==> src/rtl/lcdc_pkg.sv <==
package lcdc_pkg;

    parameter int DW     = 32;
    parameter int STAT_W = 5;

    localparam int CTL_EN    = 0;
    localparam int CTL_BPP_LO = 1;
    localparam int CTL_BGR   = 8;
    localparam int CTL_BEB   = 9;
    localparam int CTL_BEP   = 10;
    localparam int CTL_PWR   = 11;

    localparam logic [STAT_W-1:0] VBLANK_BITS = STAT_W'(5'b01100);

    typedef enum logic [3:0] {
        SEL_T0, SEL_T1, SEL_T2, SEL_T3,
        SEL_UPB, SEL_LPB, SEL_MASK, SEL_CTRL,
        SEL_RIS, SEL_MIS, SEL_ICR, SEL_UPCUR,
        SEL_LPCUR, SEL_ID, SEL_NONE
    } reg_sel_e;

    typedef struct packed {
        logic [STAT_W-1:0] raw;
        logic [STAT_W-1:0] mask;
    } irq_state_t;

    typedef struct packed {
        logic [3:0][DW-1:0] timing;
        logic [DW-1:0]      upbase;
        logic [DW-1:0]      lpbase;
        logic [DW-1:0]      ctrl;
        logic [DW-1:0]      rdata;
    } reg_state_t;

    function automatic logic [7:0] id_byte(input logic [1:0] variant, input logic [2:0] idx);
        logic ext;
        ext = variant[1];
        case (idx)
            3'd0:    id_byte = ext ? 8'h11 : 8'h10;
            3'd1:    id_byte = 8'h11;
            3'd2:    id_byte = ext ? 8'h24 : 8'h04;
            3'd3:    id_byte = 8'h00;
            3'd4:    id_byte = 8'h0D;
            3'd5:    id_byte = 8'hF0;
            3'd6:    id_byte = 8'h05;
            default: id_byte = 8'hB1;
        endcase
    endfunction

endpackage

==> src/rtl/lcdc_addr_dec.sv <==
module lcdc_addr_dec
    import lcdc_pkg::*;
#(
    parameter int ADDR_W = 12
) (
    input  logic [ADDR_W-1:0] addr,
    input  logic              swap,
    output reg_sel_e          sel,
    output logic [2:0]        id_idx
);
    localparam int WORD_W  = ADDR_W - 2;
    localparam int ID_BASE = (1 << WORD_W) - 8;

    logic [WORD_W-1:0] word;
    int unsigned       w;

    assign word   = addr[ADDR_W-1:2];
    assign w      = 32'(word);
    assign id_idx = word[2:0];

    always_comb begin
        if (w >= ID_BASE) begin
            sel = SEL_ID;
        end else begin
            case (w)
                0:       sel = SEL_T0;
                1:       sel = SEL_T1;
                2:       sel = SEL_T2;
                3:       sel = SEL_T3;
                4:       sel = SEL_UPB;
                5:       sel = SEL_LPB;
                6:       sel = swap ? SEL_CTRL : SEL_MASK;
                7:       sel = swap ? SEL_MASK : SEL_CTRL;
                8:       sel = SEL_RIS;
                9:       sel = SEL_MIS;
                10:      sel = SEL_ICR;
                11:      sel = SEL_UPCUR;
                12:      sel = SEL_LPCUR;
                default: sel = SEL_NONE;
            endcase
        end
    end
endmodule

==> src/rtl/lcdc_irq_ctrl.sv <==
module lcdc_irq_ctrl
    import lcdc_pkg::*;
(
    input  logic              clk,
    input  logic              rst,
    input  logic              mask_we,
    input  logic              clr_we,
    input  logic [DW-1:0]     wdata,
    input  logic              vblank_set,
    output logic [STAT_W-1:0] raw,
    output logic [STAT_W-1:0] mask,
    output logic              irq
);
    irq_state_t st_d, st_q;

    always_comb begin
        st_d = st_q;
        if (mask_we) st_d.mask = wdata[STAT_W-1:0];
        if (clr_we)  st_d.raw  = st_q.raw & ~wdata[STAT_W-1:0];
        if (vblank_set) st_d.raw = st_d.raw | VBLANK_BITS;
    end

    always_ff @(posedge clk) begin
        if (rst) st_q <= '0;
        else     st_q <= st_d;
    end

    assign raw  = st_q.raw;
    assign mask = st_q.mask;
    assign irq  = |(st_q.raw & st_q.mask);

    // a strobe always leaves both frame events set, clear or not
    a_r7_vblank_sets: assert property (@(posedge clk) disable iff (rst)
        vblank_set |=> (raw[3:2] == 2'b11));

    // bits written as 1 to the clear register are gone next cycle
    a_r6_clear_bits: assert property (@(posedge clk) disable iff (rst)
        (clr_we && !vblank_set) |=> ((raw & $past(wdata[STAT_W-1:0])) == '0));

    // without set, clear or mask write, the interrupt level holds
    a_r5_irq_holds: assert property (@(posedge clk) disable iff (rst)
        (!vblank_set && !clr_we && !mask_we) |=> $stable(irq));
endmodule

==> src/rtl/lcdc_geom.sv <==
module lcdc_geom
    import lcdc_pkg::*;
#(
    parameter int DIM_W = 11
) (
    input  logic [DW-1:0]    timing0,
    input  logic [DW-1:0]    timing1,
    input  logic [DW-1:0]    ctrl,
    output logic [DIM_W-1:0] cols,
    output logic [DIM_W-1:0] rows,
    output logic [2:0]       bpp_mode,
    output logic             bgr_order,
    output logic             byte_big_endian,
    output logic             pixel_big_endian,
    output logic             display_en
);
    logic [5:0] ppl_field;
    logic [9:0] lpp_field;

    assign ppl_field = timing0[7:2];
    assign lpp_field = timing1[9:0];

    assign cols = DIM_W'((32'(ppl_field) + 32'd1) * 32'd16);
    assign rows = DIM_W'(32'(lpp_field) + 32'd1);

    assign bpp_mode         = ctrl[CTL_BPP_LO +: 3];
    assign bgr_order        = ctrl[CTL_BGR];
    assign byte_big_endian  = ctrl[CTL_BEB];
    assign pixel_big_endian = ctrl[CTL_BEP];
    assign display_en       = ctrl[CTL_EN] & ctrl[CTL_PWR];
endmodule

==> src/rtl/lcdc_regs.sv <==
module lcdc_regs
    import lcdc_pkg::*;
#(
    parameter int ADDR_W = 12,
    parameter int DIM_W  = 11
) (
    input  logic              clk,
    input  logic              rst,
    input  logic [1:0]        variant,
    input  logic              wr_en,
    input  logic              rd_en,
    input  logic [ADDR_W-1:0] addr,
    input  logic [DW-1:0]     wr_data,
    output logic [DW-1:0]     rd_data,
    input  logic              vblank_strobe,
    output logic              irq,
    output logic              display_en,
    output logic [DIM_W-1:0]  cols,
    output logic [DIM_W-1:0]  rows,
    output logic [2:0]        bpp_mode,
    output logic              bgr_order,
    output logic              byte_big_endian,
    output logic              pixel_big_endian
);
    reg_state_t        r_d, r_q;
    reg_sel_e          sel;
    logic [2:0]        id_idx;
    logic [STAT_W-1:0] raw, mask;
    logic              mask_we, clr_we, vblank_set;

    lcdc_addr_dec #(.ADDR_W(ADDR_W)) u_dec (
        .addr   (addr),
        .swap   (variant != 2'd0),
        .sel    (sel),
        .id_idx (id_idx)
    );

    assign mask_we    = wr_en && (sel == SEL_MASK);
    assign clr_we     = wr_en && (sel == SEL_ICR);
    assign vblank_set = vblank_strobe && display_en;

    lcdc_irq_ctrl u_irq (
        .clk        (clk),
        .rst        (rst),
        .mask_we    (mask_we),
        .clr_we     (clr_we),
        .wdata      (wr_data),
        .vblank_set (vblank_set),
        .raw        (raw),
        .mask       (mask),
        .irq        (irq)
    );

    lcdc_geom #(.DIM_W(DIM_W)) u_geom (
        .timing0          (r_q.timing[0]),
        .timing1          (r_q.timing[1]),
        .ctrl             (r_q.ctrl),
        .cols             (cols),
        .rows             (rows),
        .bpp_mode         (bpp_mode),
        .bgr_order        (bgr_order),
        .byte_big_endian  (byte_big_endian),
        .pixel_big_endian (pixel_big_endian),
        .display_en       (display_en)
    );

    always_comb begin
        r_d = r_q;
        if (wr_en) begin
            case (sel)
                SEL_T0:   r_d.timing[0] = wr_data;
                SEL_T1:   r_d.timing[1] = wr_data;
                SEL_T2:   r_d.timing[2] = wr_data;
                SEL_T3:   r_d.timing[3] = wr_data;
                SEL_UPB:  r_d.upbase    = wr_data;
                SEL_LPB:  r_d.lpbase    = wr_data;
                SEL_CTRL: r_d.ctrl      = wr_data;
                default:  ;
            endcase
        end
        if (rd_en) begin
            case (sel)
                SEL_T0:    r_d.rdata = r_q.timing[0];
                SEL_T1:    r_d.rdata = r_q.timing[1];
                SEL_T2:    r_d.rdata = r_q.timing[2];
                SEL_T3:    r_d.rdata = r_q.timing[3];
                SEL_UPB,
                SEL_UPCUR: r_d.rdata = r_q.upbase;
                SEL_LPB,
                SEL_LPCUR: r_d.rdata = r_q.lpbase;
                SEL_CTRL:  r_d.rdata = r_q.ctrl;
                SEL_MASK:  r_d.rdata = DW'(mask);
                SEL_RIS:   r_d.rdata = DW'(raw);
                SEL_MIS:   r_d.rdata = DW'(raw & mask);
                SEL_ID:    r_d.rdata = DW'(id_byte(variant, id_idx));
                default:   r_d.rdata = '0;
            endcase
        end
    end

    always_ff @(posedge clk) begin
        if (rst) r_q <= '0;
        else     r_q <= r_d;
    end

    assign rd_data = r_q.rdata;

    // a row-count write takes effect on the next cycle
    a_r2_rows_follow: assert property (@(posedge clk) disable iff (rst)
        (wr_en && sel == SEL_T1) |=> (rows == DIM_W'(32'($past(wr_data[9:0])) + 32'd1)));

    // a strobe while disabled leaves the interrupt unchanged
    a_r8_vblank_ignored: assert property (@(posedge clk) disable iff (rst)
        (vblank_strobe && !display_en && !wr_en) |=> $stable(irq));

    // reads of unknown offsets return zero
    a_r11_unknown_zero: assert property (@(posedge clk) disable iff (rst)
        (rd_en && sel == SEL_NONE) |=> (rd_data == '0));

    // the enable qualifier can only change on a write
    a_r4_en_write_only: assert property (@(posedge clk) disable iff (rst)
        !wr_en |=> $stable(display_en));
endmodule

==> config.mk <==
export PLATFORM = sky130hd
export DESIGN_NAME = lcdc_regs
export DESIGN_NICKNAME = d
export VERILOG_FILES = /design/src/rtl/lcdc_pkg.sv /design/src/rtl/lcdc_addr_dec.sv /design/src/rtl/lcdc_irq_ctrl.sv /design/src/rtl/lcdc_geom.sv /design/src/rtl/lcdc_regs.sv
export SDC_FILE = /design/constraint.sdc
export NUM_CORES = 1
export LEC_CHECK = 0
export BUFFER_PORTS_ARGS = -buffer_cell sky130_fd_sc_hd__buf_2
export CAP_MARGIN = 5
export CORE_ASPECT_RATIO = 0.9
export CORE_MARGIN = 10
export CORE_UTILIZATION = 59
export DETAILED_ROUTE_END_ITERATION = 7
export GPL_TIMING_DRIVEN = 0
export PLACE_DENSITY_LB_ADDON = 0.12
export SYNTH_ARGS = -nofsm -noshare
export SYNTH_HDL_FRONTEND = slang
export SYNTH_SLANG_ARGS = --single-unit
==> constraint.sdc <==
create_clock -name clk -period 1.8 [get_ports clk]
set_input_delay 0.09 -clock clk [delete_from_list [all_inputs] [get_ports clk]]
set_output_delay 0.09 -clock clk [all_outputs]
set_load 0.01 [all_outputs]
==> flow_metrics.tcl, run 1 <==
set metrics [dict create \
    yosys_warnings 0 \
    cts_buffer_depth 3 \
    rr_startpoint "u_irq.mask[3]" \
    root_buffer "clkbuf_16" \
    postRouteAntennaNets 0 \
    clock-skew-final_ns 0.0203 \
    drt-wirelength-per-cell_um 24.4 \
    htreeDepth 1 \
    synth_top_area_cell "dfxtp_1" \
    mostFrequentLayoutCell "nand2_1" \
    power_density_nw_per_um2 890 \
    clk_latency_ns 0.57 \
    cp_data_required_time_ns 2.28 \
    status "finished, violations left" \
    synth_cell_types 65 \
    slew_viol_final 0 \
    synth-seq-cells 266 \
    crit_chain "buf_2 -> or4_4 -> nor3_2 -> clkbuf_2 -> nand2_1 -> a32oi_1" \
    grt_pass1_wl_mm 72.5 \
    port-buffer-count 100 \
    dieWidth_um 171 \
    max_stage_delay_ns 0.72 \
    startpoint "addr[6]" \
    setup_viol 6 \
    fin_util_pct 71.9 \
    async_flop_share_pct 0 \
    routed_wl_mm 49.3 \
    vias 13200 \
    die_area_sq_um 26800 \
    worst_pin_slew_ns 1.13 \
    hpwlAfterDp_mm 32.2 \
    slew_headroom_pct 24.5 \
    synthFlopType "dfxtp_1" \
    core_sq_um 20100 \
    postSynthCellCount 1574 \
    overflow 0 \
    final_area_sq_um 14500 \
    clk_pin_slew_ns 0.07 \
    ys_seq_area_share_pct 43.7 \
    antenna_found_initial 0 \
    placed_cell_area_sq_um 13000 \
    grt_pass1_vias 12300 \
    rsz0062_at_grt "true" \
    drive_gt1_share_pct 17.0 \
    yosys-top-cells-area "dfxtp_1 (44%), nand2_1 (14%), a21oi_1 (10%), a22oi_1 (3.8%), mux2i_1 (2.9%)" \
    final_cell_mix "nand2_1 (464), dfxtp_1 (257), a21oi_1 (244)" \
    finalHoldViolations 0 \
    grt_max_degree 15 \
    cts_made_buffers 28 \
    synthToLayoutAreaGrowth_pct 18.8 \
    syn_avg_cell_area_sq_um 7.73 \
    cts_tree "yes" \
    cpLargestDelayFamily "simple AND/OR/NAND/NOR gates" \
    synth_edf_count 0 \
    crit_slowest_cell "nor3_2" \
    crit_fanout 10 \
    post-route-period-util_pct 103 \
    grtUsageTotal_pct 35.4 \
    synth_top_area_share_pct 43.7 \
    rows 49 \
    nets 1795 \
    worstSetupPathType "in2reg" \
    die_h_um 156 \
    endpoint_kind "flip-flop" \
    start_util_pct 60.5 \
    io_pins 113 \
    drc 0 \
    clock.fmax_ghz 0.537 \
    first_pass_iters 8 \
    critPathBufInv 2 \
    vdd_drop_max_mv 0.862 \
    hp-class "in2reg" \
    via_per_inst 6.53 \
    drtIter0Drc 2172 \
    start_kind "input pin" \
    violations "negative setup slack" \
    syn_area_sq_um 12200 \
    post-route-min-period_ns 1.86 \
    gp_congestion 1.05 \
    min_from "wr_data[3]" \
    p_leak_nw 5.43 \
    arrival_ns 2.34 \
    worst_slack_ns -0.0616 \
    clkSinkCount 266 \
    drv_cap 0 \
]
path summary, 6_finish.rpt:
kind         cells after the start  slack (ns)    endpoint
min                              3        0.04    r_q[131]
max                              6       -0.06  rd_data[5]
max reg2reg                      4        0.21  rd_data[3]
min reg2reg                      2        0.45     r_q[97]
worst register-to-register path, stage by stage, from the launching register on:
cell and delay (ns):
dfxtp_1 0.43, o211ai_1 0.18, a221o_1 0.37, a31oi_1 0.29
o221a_2 0.25
metal layers:
metal / vias up / wire length, um / GRT usage, %
met5: - / 0 / 0
met4: 0 / 2610 / 16.5
met3: 240 / 7930 / 12.0
met2: 1122 / 20400 / 51.7
met1: 6049 / 18300 / 46.2
li1: 5753 / - / -
cell usage after synthesis, types with 5 or more instances:
cell type,instances
dfxtp_1,266
inv_1,7
buf_4,39
xor2_1,5
nor2b_1,8
xnor2_1,8
a221o_1,9
nor3_1,5
a32oi_1,6
a222oi_1,5
and2_1,12
o22ai_1,15
nand3_1,35
mux2_2,7
o21ai_0,34
clkbuf_1,81
nor2_1,54
nand2_1,464
o211ai_1,6
a21oi_1,244
buf_2,45
a31oi_1,9
mux2i_1,35
a22oi_1,62
a221oi_1,21
and3_1,17
cell type report:
type,count,area (sq um)
repair buffers,137,856
clock inverters,9,166
inverters,8,33.8
fillers,1661,5640
clock buffers,39,812
multi-input cells,1136,6070
flip-flops and latches,266,5350
plain buffers,165,856
well taps,255,319
diodes,1,2.50
repair_timing:
item                                    CTS  global route
buffers inserted                          3             2
endpoints found under the hold margin   194             0
resized for setup                        26            41
hold buffers                             31             0
endpoints found under the setup margin   92           137
pin swaps                                 1             2
power by group:
part	leakage, nW	internal (W)	switching, W	total, W
clock	0.482	0.00371	0.00251	0.00622
combinational	2.80	0.000190	0.000588	0.000778
sequential	2.15	0.00588	0.00000182	0.00588
total	5.43	0.00978	0.00310	0.0129
per-stage QoR:
| step | setup WS (ns) | hold WS (ns) | TNS [ns] | instances | power (W) |
|---|---|---|---|---|---|
| 3_3_place_gp | -1.04 | 0.394 | -146.16 | 1932 | 0.00668 |
| 6_report | -0.0616 | 0.0378 | -0.194 | 2016 | 0.0129 |
| 2_1_floorplan | 0.219 | 0.226 | 0 | 1577 | 0.00632 |
| 4_1_cts | -0.0297 | 0.0142 | -0.0297 | 2015 | 0.0128 |
| 3_5_place_dp | -0.719 | 0.400 | -129.01 | 1933 | 0.00668 |
| 5_1_grt | -0.101 | 0.0377 | -0.223 | 2015 | 0.0131 |
registers in the layout, summed over array words and instances, names as in the netlist:
name	cells
r_q	224
u_irq.mask	5
u_irq.raw	5
rd_data	32
logic make-up after synthesis:
family	after synthesis	synth area share, %
AND/OR/NAND/NOR	624	21.6
adder cells (fa/ha/maj)	2	0.206
other	1	0.0308
multiplexers	42	3.53
AO/OA/AOI/OAI	451	22.9
flip-flops	266	43.7
XOR/XNOR	13	0.935
buffers and inverters	175	7.06
Note: power is estimated with default switching activity, not from simulation.
==> run 2: changes to the inputs <==
--- a/config.mk
+++ b/config.mk
@@ -5,6 +5,7 @@
 export SDC_FILE = /design/constraint.sdc
 export NUM_CORES = 1
 export LEC_CHECK = 0
+export ABC_AREA = 1
 export BUFFER_PORTS_ARGS = -buffer_cell sky130_fd_sc_hd__buf_2
 export CAP_MARGIN = 5
 export CORE_ASPECT_RATIO = 0.9
==> flow_metrics.tcl, run 2 <==
set metrics [dict create \
    synth-seq-cells 266 \
    clk_pin_slew_ns 0.06 \
    clock.fmax_ghz 0.469 \
    io_pins 113 \
    async_flop_share_pct 0 \
    start_util_pct 60.5 \
    dieWidth_um 168 \
    grtUsageTotal_pct 30.4 \
    setup_viol 6 \
    yosys-top-cells-area "dfxtp_1 (45%), nand2_1 (12%), a21oi_1 (9.5%), nand3_1 (5.0%), a211oi_1 (4.7%)" \
    synthToLayoutAreaGrowth_pct 19.4 \
    synth_cell_types 34 \
    worstSetupPathType "reg2out" \
    cts_tree "yes" \
    cp_data_required_time_ns 1.71 \
    cts_made_buffers 27 \
    grt_max_degree 14 \
    vias 12400 \
    routed_wl_mm 41.9 \
    status "finished, violations left" \
    arrival_ns 2.04 \
    drt-wirelength-per-cell_um 20.7 \
    cts_buffer_depth 3 \
    yosys_warnings 0 \
    post-route-min-period_ns 2.13 \
    num-fill-cells 1625 \
    placed_cell_area_sq_um 12500 \
    slew_viol_final 0 \
    start_kind "flip-flop" \
    crit_fanout 3 \
    drtIter0Drc 1769 \
    slew_headroom_pct 42.8 \
    synthFlopType "dfxtp_1" \
    final_cell_mix "nand2_1 (379), dfxtp_1 (261), a21oi_1 (221)" \
    power_density_nw_per_um2 861 \
    finalNonFillerCells 2029 \
    synth_common_cells "nand2_1 (384), dfxtp_1 (266), a21oi_1 (222), nand3_1 (116), nor2_1 (97)" \
    gp_congestion 1.03 \
    grt_pass1_vias 11200 \
    hp-class "in2reg" \
    synth_edf_count 0 \
    via_per_inst 6.10 \
    grt_pass1_wl_mm 63.7 \
    syn_avg_cell_area_sq_um 7.38 \
    ys_seq_area_share_pct 45.5 \
    die_h_um 154 \
    antenna_found_initial 0 \
    rsz0062_at_grt "true" \
    nets 1813 \
    clkSinkCount 266 \
    drive_gt1_share_pct 15.9 \
    synth_top_area_share_pct 45.5 \
    clock-skew-final_ns 0.00783 \
    synth_top_area_cell "dfxtp_1" \
    drc 0 \
    worst_pin_slew_ns 0.858 \
    endpoint_kind "output port" \
    hpwlAfterDp_mm 29.2 \
    final_area_sq_um 14000 \
    worst_slack_ns -0.332 \
    crit_slowest_cell "dfxtp_2" \
    clk_latency_ns 0.54 \
    mostFrequentLayoutCell "nand2_1" \
    violations "negative setup slack" \
    port-buffer-count 99 \
    dp_cells 1939 \
    finalHoldViolations 0 \
    postSynthCellCount 1587 \
    postRouteAntennaNets 0 \
    root_buffer "clkbuf_16" \
    post-route-period-util_pct 118 \
    drv_cap 0 \
    largest_register_ffs 224 \
    first_pass_iters 5 \
    crit_chain "inv_4 -> nor4_4 -> nand3_2 -> nor3_4 -> xor2_1 -> buf_2" \
    vdd_drop_max_mv 0.846 \
    core_sq_um 19300 \
    p_leak_nw 5.16 \
    insertedDiodeCount 0 \
    synth_most_common_cell "nand2_1" \
    max_stage_delay_ns 0.37 \
    die_area_sq_um 25900 \
    rows 48 \
    htreeDepth 1 \
    syn_area_sq_um 11700 \
    largest_register "r_q" \
    overflow 0 \
]
-- run 2: cell types whose count changed after synthesis, sizes merged, moves of 48 or more --
cell / before / now
inv: 7 / 97
nand2: 464 / 386
nor2: 54 / 102
nand4: 4 / 52
a211oi: 4 / 74
nand3: 36 / 116
-- run 2: area by class of cell --
type / count / area, sq um / area share [%]
flip-flops and latches: 266 / 5330 / 38.2
multi-input cells: 1067 / 5360 / 38.3
clock buffers: 41 / 808 / 5.78
plain buffers: 159 / 840 / 6.01
well taps: 250 / 313 / 2.24
clock inverters: 7 / 70.1 / 0.501
inverters: 98 / 372 / 2.66
repair buffers: 141 / 886 / 6.34
-- run 2: routing by layer --
layer / global-route usage (%) / vias up / wire length, um
met5: 0 / - / 0
met4: 8.33 / 0 / 1190
met3: 6.52 / 92 / 5490
met2: 44.9 / 830 / 18000
met1: 43.6 / 5768 / 17200
li1: - / 5683 / -
-- run 2: final timing paths --
path | start | endpoint | slack, ns | cells after the start
hold reg to reg | u_irq.raw[4] | u_irq.raw[4] | 0.45 | 2
setup / recovery | r_q[162] | rows[9] | -0.33 | 6
hold / removal | wr_data[2] | r_q[98] | 0.03 | 3
setup reg to reg | r_q[163] | rd_data[3] | 0.33 | 7
-- run 2: logic make-up after synthesis --
| family | after synthesis | synth area share [%] |
|---|---|---|
| flip-flops | 266 | 45.5 |
| buffers and inverters | 257 | 9.97 |
| XOR/XNOR | 12 | 0.898 |
| AO/OA/AOI/OAI | 381 | 19.1 |
| AND/OR/NAND/NOR | 668 | 24.3 |
| adder cells (fa/ha/maj) | 2 | 0.214 |
| other | 1 | 0.0320 |
-- run 2: critical path, delay by kind of cell (launching register included) --
kind / cells / cell delay (ns)
buffers and inverters: 2 / 0.24
XOR/XNOR: 1 / 0.23
flip-flops: 1 / 0.37
AND/OR/NAND/NOR: 3 / 0.66
-- run 2: where the power goes --
part	switching, W	leakage (nW)	internal [W]
Sequential	0.00000105	2.14	0.00589
Combinational	0.000427	2.59	0.000128
Clock	0.00236	0.432	0.00323
-- run 2: stage by stage --
step	setup TNS [ns]	util, %	total power, W	worst slack (ns)	hold slack (ns)
6_report	-1.35	72.3	0.0120	-0.332	0.0253
5_1_grt	-1.64	72.3	0.0123	-0.359	0.0359
3_5_place_dp	-105.97	64.8	0.00649	-0.756	0.404
3_3_place_gp	-103.10	64.8	0.00649	-0.722	0.403
2_1_floorplan	0	-	0.00622	0.213	0.233
4_1_cts	-1.05	71.5	0.0120	-0.278	0.000294
-- run 2: repair_timing --
| action | 4_1_cts | 5_1_grt |
|---|---|---|
| pin swaps | 7 | 7 |
| hold buffers | 30 | 0 |
| buffers inserted | 6 | 6 |
| hold endpoints to repair | 195 | 0 |
| gates resized for setup | 24 | 63 |
| gates cloned | 0 | 0 |
| endpoints found under the setup margin | 48 | 133 |
